<file path="src/rtl/hilo_pkg.sv">
package hilo_pkg;

  // Operation codes: bit 0 set selects the unsigned variant.
  typedef enum logic [2:0] {
    OP_MUL   = 3'd0,
    OP_MULU  = 3'd1,
    OP_MADD  = 3'd2,
    OP_MADDU = 3'd3,
    OP_MSUB  = 3'd4,
    OP_MSUBU = 3'd5,
    OP_DIV   = 3'd6,
    OP_DIVU  = 3'd7
  } hilo_op_e;

  function automatic logic op_is_div(input hilo_op_e o);
    return (o == OP_DIV) || (o == OP_DIVU);
  endfunction

  function automatic logic op_is_signed(input hilo_op_e o);
    return ~o[0];
  endfunction

endpackage

</file>
<file path="src/rtl/hilo_mac.sv">
module hilo_mac
  import hilo_pkg::*;
#(
  parameter int W = 32
) (
  input  hilo_op_e         op,
  input  logic [W-1:0]     a,
  input  logic [W-1:0]     b,
  input  logic [2*W-1:0]   acc,
  output logic [2*W-1:0]   res
);

  localparam int DW = 2 * W;

  // Widen an operand to double width, sign- or zero-filling the top half.
  function automatic logic [DW-1:0] widen(input logic [W-1:0] x, input logic sgn);
    return {{W{sgn & x[W-1]}}, x};
  endfunction

  // The low 2W bits of a 2W x 2W product equal the exact signed or unsigned product.
  function automatic logic [DW-1:0] product(input logic [W-1:0] x, input logic [W-1:0] y,
                                            input logic sgn);
    logic [DW-1:0] ex;
    logic [DW-1:0] ey;
    ex = widen(x, sgn);
    ey = widen(y, sgn);
    return ex * ey;
  endfunction

  logic [DW-1:0] prod;
  assign prod = product(a, b, op_is_signed(op));

  always_comb begin
    unique case (op)
      OP_MADD, OP_MADDU: res = acc + prod;
      OP_MSUB, OP_MSUBU: res = acc - prod;
      default:           res = prod;
    endcase
  end

endmodule

</file>
<file path="src/rtl/hilo_div.sv">
module hilo_div #(
  parameter int W = 32
) (
  input  logic         clk,
  input  logic         rst_n,
  input  logic         load,
  input  logic         sgn,
  input  logic [W-1:0] dividend,
  input  logic [W-1:0] divisor,
  output logic         busy,
  output logic         last_step,
  output logic         zero_div,
  output logic [W-1:0] quot,
  output logic [W-1:0] rem
);

  localparam int CW = $clog2(W + 1);

  logic [CW-1:0] cnt_q;
  logic [W-1:0]  rem_q, quo_q, dvs_q;
  logic          neg_q_q, neg_r_q, zero_q;
  logic [W-1:0]  rem_n, quo_n;

  // Magnitude of a two's complement value; the most negative value maps to 2^(W-1).
  function automatic logic [W-1:0] mag(input logic [W-1:0] x, input logic s);
    return (s && x[W-1]) ? (~x + 1'b1) : x;
  endfunction

  // One restoring step: shift in the next dividend bit, subtract when it fits.
  function automatic logic [2*W-1:0] div_step(input logic [W-1:0] r, input logic [W-1:0] q,
                                              input logic [W-1:0] d);
    logic [W:0] sh;
    logic [W:0] diff;
    sh   = {r, q[W-1]};
    diff = sh - {1'b0, d};
    if (!diff[W]) return {diff[W-1:0], q[W-2:0], 1'b1};
    else          return {sh[W-1:0],   q[W-2:0], 1'b0};
  endfunction

  assign {rem_n, quo_n} = div_step(rem_q, quo_q, dvs_q);

  always_ff @(posedge clk) begin
    if (!rst_n) begin
      cnt_q   <= '0;
      rem_q   <= '0;
      quo_q   <= '0;
      dvs_q   <= '0;
      neg_q_q <= 1'b0;
      neg_r_q <= 1'b0;
      zero_q  <= 1'b0;
    end else if (load) begin
      cnt_q   <= CW'(W);
      rem_q   <= '0;
      quo_q   <= mag(dividend, sgn);
      dvs_q   <= mag(divisor, sgn);
      neg_q_q <= sgn & (dividend[W-1] ^ divisor[W-1]);
      neg_r_q <= sgn & dividend[W-1];
      zero_q  <= (divisor == '0);
    end else if (busy) begin
      rem_q <= rem_n;
      quo_q <= quo_n;
      cnt_q <= cnt_q - 1'b1;
    end
  end

  assign busy      = (cnt_q != '0);
  assign last_step = (cnt_q == CW'(1));
  assign zero_div  = zero_q;
  assign quot      = neg_q_q ? (~quo_n + 1'b1) : quo_n;
  assign rem       = neg_r_q ? (~rem_n + 1'b1) : rem_n;

  // the engine is never reloaded while an iteration sequence is running.
  a_r9_no_reload: assert property (@(posedge clk) disable iff (!rst_n)
    load |-> !busy);

  // once started, the count decreases by exactly one per cycle.
  a_r6_count_down: assert property (@(posedge clk) disable iff (!rst_n)
    (busy && !load) |=> (cnt_q == $past(cnt_q) - 1'b1));

endmodule

</file>
<file path="src/rtl/hilo_unit.sv">
module hilo_unit
  import hilo_pkg::*;
#(
  parameter int W = 32
) (
  input  logic         clk,
  input  logic         rst_n,
  input  logic         start,
  input  logic [2:0]   op,
  input  logic [W-1:0] opa,
  input  logic [W-1:0] opb,
  input  logic         hi_we,
  input  logic [W-1:0] hi_wdata,
  input  logic         lo_we,
  input  logic [W-1:0] lo_wdata,
  output logic [W-1:0] hi,
  output logic [W-1:0] lo,
  output logic         busy
);

  localparam int CW = $clog2(W + 1);

  hilo_op_e      op_e;
  logic          accept, accept_mul, accept_div;
  logic          div_busy, div_last, div_zero;
  logic [W-1:0]  div_q, div_r;
  logic [W-1:0]  hi_q, lo_q;
  logic [2*W-1:0] mac_res;
  logic          div_commit, direct_ok;

  assign op_e       = hilo_op_e'(op);
  assign busy       = div_busy;
  assign accept     = start && !busy;
  assign accept_div = accept && op_is_div(op_e);
  assign accept_mul = accept && !op_is_div(op_e);
  assign div_commit = div_last && !div_zero;
  assign direct_ok  = !busy && !start;

  hilo_mac #(.W(W)) u_mac (
    .op  (op_e),
    .a   (opa),
    .b   (opb),
    .acc ({hi_q, lo_q}),
    .res (mac_res)
  );

  hilo_div #(.W(W)) u_div (
    .clk       (clk),
    .rst_n     (rst_n),
    .load      (accept_div),
    .sgn       (op_is_signed(op_e)),
    .dividend  (opa),
    .divisor   (opb),
    .busy      (div_busy),
    .last_step (div_last),
    .zero_div  (div_zero),
    .quot      (div_q),
    .rem       (div_r)
  );

  always_ff @(posedge clk) begin
    if (!rst_n) begin
      hi_q <= '0;
      lo_q <= '0;
    end else if (accept_mul) begin
      {hi_q, lo_q} <= mac_res;
    end else if (div_commit) begin
      hi_q <= div_r;
      lo_q <= div_q;
    end else if (direct_ok) begin
      if (hi_we) hi_q <= hi_wdata;
      if (lo_we) lo_q <= lo_wdata;
    end
  end

  assign hi = hi_q;
  assign lo = lo_q;

  // Cycle counter for the busy window, kept only for the checks below.
  logic [CW-1:0] chk_cnt;
  always_ff @(posedge clk) begin
    if (!rst_n)    chk_cnt <= '0;
    else if (busy) chk_cnt <= chk_cnt + 1'b1;
    else           chk_cnt <= '0;
  end

  a_r6_busy_rises: assert property (@(posedge clk) disable iff (!rst_n)
    accept_div |=> busy);

  a_r2_mul_stays_idle: assert property (@(posedge clk) disable iff (!rst_n)
    accept_mul |=> !busy);

  a_r6_busy_window: assert property (@(posedge clk) disable iff (!rst_n)
    busy |-> (chk_cnt < CW'(W)));

  a_r6_busy_length: assert property (@(posedge clk) disable iff (!rst_n)
    $fell(busy) |-> (chk_cnt == CW'(W)));

  a_r9_hold_while_busy: assert property (@(posedge clk) disable iff (!rst_n)
    (busy && !div_last) |=> ($stable(hi_q) && $stable(lo_q)));

  a_r7_zero_keeps: assert property (@(posedge clk) disable iff (!rst_n)
    (div_last && div_zero) |=> ($stable(hi_q) && $stable(lo_q)));

  a_r10_idle_hi_write: assert property (@(posedge clk) disable iff (!rst_n)
    (direct_ok && hi_we) |=> (hi_q == $past(hi_wdata)));

  a_r10_idle_lo_write: assert property (@(posedge clk) disable iff (!rst_n)
    (direct_ok && lo_we) |=> (lo_q == $past(lo_wdata)));

endmodule

</file>
<file path="config.mk">
export PLATFORM = sky130hd
export DESIGN_NAME = hilo_unit
export DESIGN_NICKNAME = d
export VERILOG_FILES = /design/src/rtl/hilo_pkg.sv /design/src/rtl/hilo_mac.sv /design/src/rtl/hilo_div.sv /design/src/rtl/hilo_unit.sv
export SDC_FILE = /design/constraint.sdc
export NUM_CORES = 2
export LEC_CHECK = 0
export BUFFER_PORTS_ARGS = -buffer_cell sky130_fd_sc_hd__buf_4
export CELL_PAD_IN_SITES_DETAIL_PLACEMENT = 1
export CELL_PAD_IN_SITES_GLOBAL_PLACEMENT = 1
export CORE_UTILIZATION = 49
export CTS_CLUSTER_DIAMETER = 150
export CTS_CLUSTER_SIZE = 8
export DETAILED_ROUTE_END_ITERATION = 8
export PLACE_DENSITY_LB_ADDON = 0.1
export SLEW_MARGIN = 20
export SYNTH_ARGS = -nofsm -noshare
export SYNTH_HDL_FRONTEND = slang
export SYNTH_SLANG_ARGS = --single-unit
export TNS_END_PERCENT = 5
</file>
<file path="constraint.sdc">
create_clock -name clk -period 17.4 [get_ports clk]
set_clock_uncertainty 0.2 [all_clocks]
set_input_delay 3.48 -clock clk [delete_from_list [all_inputs] [get_ports clk]]
set_output_delay 3.48 -clock clk [all_outputs]
set_load 0.03 [all_outputs]
</file>
==> flow_summary_export.csv <==
group,metric,value,unit
setup_path,cp_common_cell,"fa_1",
global_route,overflow,0,
cts,clk_pin_slew,0.08,ns
synthesis,syn_avg_cell_area,8.33,sq um
timing,rsz0062_at_grt,"no",
synthesis,yosys_register_bits,169,
detailed_routing,vias,48600,
cts,htreeDepth,4,
synthesis,synth-edff-count,0,
timing,max-slew-margin-rel,22.5,%
timing,fmax,60.9,MHz
setup_path,crit_type,"input pin to flop",
timing,tightest_slew,1.16,ns
timing,period_share,94.4,%
setup_path,required,17.59,ns
global_route,grt_pass1_wl,325,mm
die,num_rows,124,
timing,fin_ws,0.981,ns
cts,cts_root_buffer,"clkbuf_16",
setup_path,r2r_start,"u_div.quo_q[31]",
timing,maxSlewViolCount,0,
timing,setup_viol,0,
die,die_h,341,um
synthesis,async_flop_share,0,%
synthesis,yosysUniqueCellTypes,95,
cts,ctsResizeCount,0,
layout,drive_above_1_share,5.45,%
setup_path,worst-path-max-fanout,36,
timing,final.setup.tns,0,ns
cts,clk_latency,0.48,ns
timing,fin_hold_ws,0.298,ns
detailed_routing,wl,210,mm
synthesis,synth_commonest_cells,"inv_1, fa_1, nand2_1",
synthesis,synth_area,56400,sq um
global_route,grt_pass1_vias,53500,
global_route,grt_max_degree,86,
synthesis,synth-main-ff-cell,"dfxtp_1",
synthesis,synth_area_leaders,"fa_1, inv_1, ha_1",
setup_path,crit_start,"opa[14]",
setup_path,arrival,16.61,ns
cts,cts_buffers,17,
detailed_routing,ant_nets,0,
global_route,grt_usage,36.7,%
synthesis,synth_seq_area_share,6.00,%
die,core,114000,sq um
min_path,hold_class,"flop to flop",
timing,min_period,16.42,ns
layout,fillers,13700,
layout,num-nets-final,8194,
setup_path,slowest_delay,0.79,ns
die,io_pins,201,
detailed_routing,dr.pass1.iters,5,
detailed_routing,drcViolationCount,0,
die,die_x,341,um
outcome,outcome,"complete, no violations",
die,start_util,49.4,%
synthesis,synthCells,6773,
cts,cts-hold-fix-buffers,0,
detailed_routing,dr.first_iter.drc_count,3203,
placed_design,place.gp.congestion,0.958,
synthesis,synth_top_cell_area_share,40.0,%
cts,post_cts_buffers,0,
detailed_routing,vias_per_cell,5.97,
detailed_routing,route.detailed.wl_per_inst,25.8,um
min_path,hold_start,"u_div.dvs_q[31]",
synthesis,synth_nets,8351,
layout,final_util,51.9,%
timing,hold_viol_final,0,
placed_design,place_hpwl,164,mm
cts,cts_tree,"yes",
setup_path,start_kind,"input pin",
layout,syn2layout_area_growth,5.07,%
placed_design,dpl_worst_slack,0.727,ns
synthesis,yosysTopAreaCell,"fa_1",
job,cap_violations,0,
placed_design,portBuffers,200,
synthesis,yosysWarnings,0,
cts,cts_buffer_depth,2,
setup_path,crit_path_end_kind,"flop",
setup_path,slowest_stage,"xnor2_1",
die,die-area,117000,sq um
cts,cts.sinks,169,
global_route,antenna_found_initial,14,
synthesis,yosysMostFrequentCell,"inv_1",
## cells by family after synthesis
logic type,count (synthesis),share of synthesized area (%)
and+or+nand+nor,2154,18.0
buffers and inverters,1603,10.7
adders and majority gates,1442,47.0
AOI/OAI and AO/OA,1040,12.5
xor gates and xnor gates,326,5.06
DFF,169,6.00
muxes,39,0.705
## final timing paths
check                         end  slack, ns  cells after the start
hold reg to reg   u_div.dvs_q[31]       0.30                      2
hold / removal    u_div.dvs_q[31]       0.30                      2
setup reg to reg           hi[28]      10.85                     21
setup / recovery           hi[31]       0.98                     41
## area by class of cell
cell class / instances / area, sq um / share of cell area (%)
diodes: 7 / 17.5 / 0.0295
clock buffers: 18 / 429 / 0.724
clock inverters: 14 / 156 / 0.264
inverters: 1172 / 4400 / 7.42
multi-input cells: 5001 / 47100 / 79.4
flip-flops and latches: 169 / 3380 / 5.71
well taps: 1512 / 1890 / 3.19
repair buffers: 255 / 1910 / 3.23
## metrics by stage
stage | cell area (sq um) | std cells
after global routing | 59300 | 8142
after global placement | 58700 | 8109
after floorplan | 56400 | 6773
final | 59300 | 8148
after CTS | 59300 | 8141
after detailed placement | 58700 | 8109
## critical path, delay by kind of cell
kind / cells / cell delay [ns]
simple gates: 10 / 3.10
xor+xnor: 2 / 1.00
fa+ha+maj: 10 / 4.91
buf+inv: 6 / 0.79
compound gates: 13 / 3.32
## state kept, by name (all words and copies together), names as in the netlist
signal and cells:
u_div.dvs_q 32, u_div.rem_q 32, hi 32, u_div.cnt_q 6
lo 32, u_div.quo_q 32, u_div.zero_div 1, u_div.neg_r_q 1
u_div.neg_q_q 1
## placed cells by master, fill, tap and decap left out, drive strengths merged, types with 37 or more instances in the layout
cell / n
inv: 1178
fa: 1127
nand2: 1026
and2: 394
ha: 315
nor2: 289
a21oi: 259
buf: 255
o21ai: 183
xnor2: 170
dfxtp: 169
xor2: 156
a21o: 98
nand3: 95
o211a: 77
nor3: 73
a211oi: 66
o211ai: 62
o31ai: 47
nand2b: 41
nand4: 37
## routing by layer
metal	track usage, %	wire, um	vias up
li1	-	-	20900
met1	49.4	88400	25500
met2	60.1	97800	1761
met3	5.12	15100	435
met4	13.6	8660	12
met5	0	66	-
Power is not shown: default switching activity piles up to over one toggle a cycle in this logic, so the estimate is an artifact.
